File: config.mk
export PLATFORM = sky130hd
export DESIGN_NAME = osctrim_ctrl
export DESIGN_NICKNAME = d
export VERILOG_FILES = /design/src/rtl/osctrim_pkg.sv /design/src/rtl/osctrim_uart_eval.sv /design/src/rtl/osctrim_ref_meter.sv /design/src/rtl/osctrim_trim_reg.sv /design/src/rtl/osctrim_ctrl.sv
export SDC_FILE = /design/constraint.sdc
export NUM_CORES = 1
export LEC_CHECK = 0
export BUFFER_PORTS_ARGS = -buffer_cell sky130_fd_sc_hd__buf_4
export CORE_ASPECT_RATIO = 0.6
export CORE_MARGIN = 1.5
export CORE_UTILIZATION = 30
export DETAILED_ROUTE_END_ITERATION = 10
export GPL_ROUTABILITY_DRIVEN = 0
export PLACE_DENSITY = 0.55
export SETUP_SLACK_MARGIN = 0.05
export SYNTH_ARGS = -nofsm -noshare
export SYNTH_HDL_FRONTEND = slang
export SYNTH_HIERARCHICAL = 1
export SYNTH_SLANG_ARGS = --single-unit
File: constraint.sdc
create_clock -name clk -period 3.19 [get_ports clk]
set_input_delay 0.638 -clock clk [delete_from_list [all_inputs] [get_ports clk]]
set_output_delay 0.638 -clock clk [all_outputs]
set_load 0.005 [all_outputs]
File: src/rtl/osctrim_pkg.sv
package osctrim_pkg;

    localparam int TRIM_W = 5;
    localparam int HF_W   = 3;

    localparam logic [HF_W-1:0] HF_CODE_4MHZ = 3'd6;
    localparam logic [HF_W-1:0] HF_CODE_8MHZ = 3'd7;

    typedef logic signed [TRIM_W-1:0] trim_t;

    localparam trim_t TRIM_MAX = trim_t'({1'b0, {(TRIM_W-1){1'b1}}});
    localparam trim_t TRIM_MIN = trim_t'({1'b1, {(TRIM_W-1){1'b0}}});

    typedef enum logic [1:0] {
        STEP_HOLD = 2'd0,
        STEP_UP   = 2'd1,
        STEP_DOWN = 2'd2
    } step_e;

    typedef struct packed {
        logic  lf_div;
        logic  pll_en;
        trim_t trim;
    } cfg_t;

    function automatic trim_t sat_step(trim_t cur, step_e s);
        trim_t nxt;
        nxt = cur;
        case (s)
            STEP_UP:   if (cur != TRIM_MAX) nxt = cur + trim_t'(1);
            STEP_DOWN: if (cur != TRIM_MIN) nxt = cur - trim_t'(1);
            default:   nxt = cur;
        endcase
        return nxt;
    endfunction

    function automatic logic [7:0] pack_view(cfg_t c);
        return {c.lf_div, c.pll_en, 1'b0, c.trim};
    endfunction

    function automatic logic pll_allowed(logic [HF_W-1:0] hf);
        return (hf == HF_CODE_4MHZ) || (hf == HF_CODE_8MHZ);
    endfunction

endpackage

File: src/rtl/osctrim_uart_eval.sv
module osctrim_uart_eval
    import osctrim_pkg::*;
(
    input  logic  enable,
    input  logic  frame_err,
    input  logic  data_err,
    output step_e step
);
    always_comb begin
        step = STEP_HOLD;
        if (enable) begin
            if (frame_err)     step = STEP_DOWN;
            else if (data_err) step = STEP_UP;
        end
    end
endmodule

File: src/rtl/osctrim_ref_meter.sv
module osctrim_ref_meter
    import osctrim_pkg::*;
#(
    parameter int WIN_LEN = 16,
    parameter int TARGET  = 64,
    parameter int TOL     = 2
) (
    input  logic  clk,
    input  logic  rst,
    input  logic  enable,
    input  logic  ref_tick,
    output step_e step
);
    localparam int CNT_W = $clog2(4 * TARGET);
    localparam int REF_W = $clog2(WIN_LEN + 1);
    localparam logic [CNT_W-1:0] DEV_MAX = {CNT_W{1'b1}};
    localparam logic [CNT_W-1:0] HI_LIM  = CNT_W'(TARGET + TOL);
    localparam logic [CNT_W-1:0] LO_LIM  = CNT_W'(TARGET - TOL);
    localparam logic [REF_W-1:0] REF_END = REF_W'(WIN_LEN - 1);

    logic [CNT_W-1:0] dev_cnt, dev_next;
    logic [REF_W-1:0] ref_cnt;
    logic             win_end;

    assign dev_next = (dev_cnt == DEV_MAX) ? dev_cnt : dev_cnt + CNT_W'(1);
    assign win_end  = enable && ref_tick && (ref_cnt == REF_END);

    always_ff @(posedge clk) begin
        if (rst || !enable) begin
            dev_cnt <= '0;
            ref_cnt <= '0;
        end else if (win_end) begin
            dev_cnt <= '0;
            ref_cnt <= '0;
        end else begin
            dev_cnt <= dev_next;
            if (ref_tick) ref_cnt <= ref_cnt + REF_W'(1);
        end
    end

    always_comb begin
        step = STEP_HOLD;
        if (win_end) begin
            if (dev_next > HI_LIM)      step = STEP_DOWN;
            else if (dev_next < LO_LIM) step = STEP_UP;
        end
    end
endmodule

File: src/rtl/osctrim_trim_reg.sv
module osctrim_trim_reg
    import osctrim_pkg::*;
(
    input  logic  clk,
    input  logic  rst,
    input  logic  wr_en,
    input  cfg_t  wr_cfg,
    input  step_e step,
    output cfg_t  cfg
);
    always_ff @(posedge clk) begin
        if (rst) begin
            cfg <= '0;
        end else if (wr_en) begin
            cfg <= wr_cfg;
        end else begin
            cfg.trim <= sat_step(cfg.trim, step);
        end
    end
endmodule

File: src/rtl/osctrim_ctrl.sv
module osctrim_ctrl
    import osctrim_pkg::*;
#(
    parameter int WIN_LEN = 16,
    parameter int TARGET  = 64,
    parameter int TOL     = 2
) (
    input  logic       clk,
    input  logic       rst,
    input  logic       mode_timer,
    input  logic       rx_frame_err,
    input  logic       rx_data_err,
    input  logic       ref_tick,
    input  logic       cfg_wr,
    input  logic [7:0] cfg_wdata,
    input  logic [2:0] hf_sel,
    output logic [4:0] trim_code,
    output logic [7:0] cfg_rdata,
    output logic       pll_active,
    output logic       lf_use_div
);
    step_e uart_step, timer_step, sel_step;
    cfg_t  cfg_q, wr_cfg;
    logic  wdata_unused;

    assign wdata_unused = cfg_wdata[5];
    assign wr_cfg = '{lf_div: cfg_wdata[7], pll_en: cfg_wdata[6],
                      trim: trim_t'(cfg_wdata[4:0])};

    osctrim_uart_eval u_uart (
        .enable    (!mode_timer),
        .frame_err (rx_frame_err),
        .data_err  (rx_data_err),
        .step      (uart_step)
    );

    osctrim_ref_meter #(
        .WIN_LEN (WIN_LEN),
        .TARGET  (TARGET),
        .TOL     (TOL)
    ) u_meter (
        .clk      (clk),
        .rst      (rst),
        .enable   (mode_timer),
        .ref_tick (ref_tick),
        .step     (timer_step)
    );

    assign sel_step = mode_timer ? timer_step : uart_step;

    osctrim_trim_reg u_reg (
        .clk    (clk),
        .rst    (rst),
        .wr_en  (cfg_wr),
        .wr_cfg (wr_cfg),
        .step   (sel_step),
        .cfg    (cfg_q)
    );

    assign trim_code  = cfg_q.trim;
    assign cfg_rdata  = pack_view(cfg_q);
    assign pll_active = cfg_q.pll_en && pll_allowed(hf_sel);
    assign lf_use_div = cfg_q.lf_div;
endmodule

==> results_dict.tcl <==
set metrics [dict create \
    status "completed" \
    syn2layout_area_growth_pct 41.0 \
    synth-seq-area-share_pct 28.5 \
    hold_viol_final 0 \
    antenna_found_initial 0 \
    slew_headroom_pct 60.0 \
    synth_top_family_by_area "simple AND/OR/NAND/NOR gates" \
    die_h_um 56.0 \
    syn_inst 167 \
    fill_cells 453 \
    worst_pin_slew_ns 0.598 \
    crit_arrival_ns 3.21 \
    syn_avg_cell_area_sq_um 8.41 \
    drt_wl_total_um 3570 \
    synth-simple-area-share_pct 30.5 \
    top_layer_used "met4" \
    dp.cells 267 \
    drv_cap 0 \
    firstDrtPassIters 4 \
    grt_pass1_vias 1164 \
    rsz0062_at_grt "true" \
    async_flop_share_pct 0 \
    critPathLaunchType "register" \
    path_max_fanout 5 \
    htreeDepth 1 \
    fin_setup_tns_ns 0 \
    final_max_slew_viol_count 0 \
    cp-end-kind "register" \
    ant_nets 0 \
    fp.dieArea_sq_um 5110 \
    ios 33 \
    cts_tree "built" \
    synth_compound_area_share_pct 21.7 \
    nNetsFinal 237 \
    cts_made_buffers 3 \
    cts_root_buf "clkbuf_8" \
    initial_core_util_pct 30.9 \
    hold_path_class "reg -> reg" \
    synth_ff_type "dfxtp_1" \
    viasPerCell 5.02 \
    finalNonFillerCells 277 \
    wl_per_cell_um 12.9 \
    cts_buffer_depth 2 \
    fin_skew_ns 0.00459 \
    finalWorstPathRequiredPeriod_ns 3.07 \
    port_buffers 29 \
    antenna_cells 0 \
    synth_cell_types 57 \
    grt_max_degree 18 \
    core-area_sq_um 4540 \
    path_class "reg -> reg" \
    drc_errors 0 \
    synth_fa_ha_area_share_pct 3.57 \
    ir_drop_uv 156 \
    first_iter_violations 90 \
    clock_sinks 20 \
    synth_warnings 6 \
    vias 1390 \
    layout_common_cells "57 x buf_4, 17 x dfxtp_1, 16 x nor2_1" \
    gr-usage-all-layers_pct 13.8 \
    wl_met3_um 156 \
    p_per_area_nw_per_um2 295 \
    syn_nets 189 \
    clk_latency_ns 0.26 \
    syn-cell-area_sq_um 1400 \
    synth-seq-cells 20 \
    worstPathRequired_ns 3.33 \
    synth-edff-count 0 \
    dr_wl_met2_um 1400 \
    dpl.hpwl_um 2550 \
    fmax_ghz 0.326 \
    grt_pass1_wl_um 5690 \
    clkTransAtPathRegs_ns 0.07 \
    met1_length_um 2000 \
    final_common_cell "buf_4" \
    period_share_pct 96.1 \
    rows 19 \
    final_layout_size_suffix_gt1_share_pct 44.9 \
    die_w_um 91.3 \
    setup_viol 0 \
    overflow 0 \
    p_leak_uw 0.000838 \
    synth_xor_area_share_pct 3.12 \
    muxShareOfSynthArea_pct 3.74 \
]
kinds of logic (layout without fill, tap and decap cells):
kind of cell             count (synthesis)  in the layout
buffers and inverters                   19             66
adder cells (fa/ha/maj)                  4              4
other                                    1              1
XOR/XNOR                                 5              5
multiplexers                             5              5
AND/OR/NAND/NOR                         72             72
flip-flops                              20             20
AO/OA/AOI/OAI                           41             41
area by class of cell:
class                      instances  area (sq um)  share of cell area (%)
clock buffer                       4          55.1                    2.78
inverter                           5          18.8                   0.948
multi-input combinational        128           992                    50.1
sequential                        20           407                    20.5
tap                               63          78.8                    3.98
timing repair buffer              57           428                    21.6
Yosys cell counts (3+ instances only):
| cell | count | area, sq um |
|---|---|---|
| clkbuf_1 | 3 | 11.3 |
| nand2_1 | 10 | 37.5 |
| ha_1 | 4 | 50.1 |
| nand3_1 | 5 | 25.0 |
| or3b_2 | 3 | 26.3 |
| o21ai_0 | 5 | 25.0 |
| buf_4 | 9 | 67.6 |
| inv_1 | 5 | 18.8 |
| and4_1 | 3 | 26.3 |
| mux2i_1 | 3 | 30.0 |
| nor3_1 | 6 | 30.0 |
| nor2_1 | 16 | 60.1 |
| xnor2_1 | 3 | 26.3 |
| a21oi_1 | 9 | 45.0 |
| a31oi_1 | 3 | 18.8 |
| and3_1 | 4 | 25.0 |
| dfxtp_1 | 20 | 400 |
| o211ai_1 | 3 | 22.5 |
path summary, 6_finish.rpt:
path                      startpoint                 end  slack (ns)  cells past startpoint
setup reg to reg  u_meter/dev_cnt[1]        u_reg/cfg[4]        0.12                     15
setup / recovery  u_meter/dev_cnt[1]        u_reg/cfg[4]        0.12                     15
hold / removal    u_meter/ref_cnt[4]  u_meter/ref_cnt[4]        0.49                      2
hold reg to reg   u_meter/ref_cnt[4]  u_meter/ref_cnt[4]        0.49                      2
critical path: stages, from the launching register on:
cell	delay, ns
dfxtp_4	0.37
buf_4	0.13
and4_4	0.18
and3_4	0.19
o31ai_4	0.22
buf_4	0.16
a21boi_2	0.05
mux2_4	0.27
nand2b_4	0.15
xnor2_2	0.14
ha_2	0.22
and2_1	0.13
a32o_2	0.20
buf_4	0.11
o22ai_1	0.06
or3_1	0.35
registers in the layout, summed over array words and instances (netlist names):
| register | cells |
|---|---|
| u_reg/cfg | 7 |
| u_meter/dev_cnt | 8 |
| u_meter/ref_cnt | 5 |
metal layers:
metal  GRT usage [%]  up-vias
met4            2.01        0
met5               0        -
met3            2.60        2
li1                -      712
met2            16.8       34
met1            23.9      642
stage by stage:
stage / hold slack [ns] / cell area (sq um) / total power [uW] / worst slack (ns) / util, %
3_5_place_dp: 0.482 / 1760 / 378 / -0.0477 / 38.9
5_1_grt: 0.555 / 1980 / 620 / 0.00711 / 43.6
4_1_cts: 0.494 / 1850 / 584 / 0.0603 / 40.7
6_report: 0.493 / 1980 / 585 / 0.124 / 43.6
2_1_floorplan: 0.471 / 1400 / 332 / 0.0536 / -
3_3_place_gp: 0.485 / 1760 / 380 / -0.0272 / 38.9
power by group:
part / switching [uW] / total (uW) / internal, uW
combinational: 47.4 / 112 / 64.5
clock: 87.8 / 198 / 110
sequential: 16.4 / 275 / 259
repair_timing:
item | 4_1_cts | 5_1_grt
pin swaps | 2 | 7
setup buffers | 1 | 5
setup endpoints to repair | 2 | 2
gates resized for setup | 9 | 18
hold buffers | 0 | 0
Note: power is estimated with default switching activity, not from simulation.
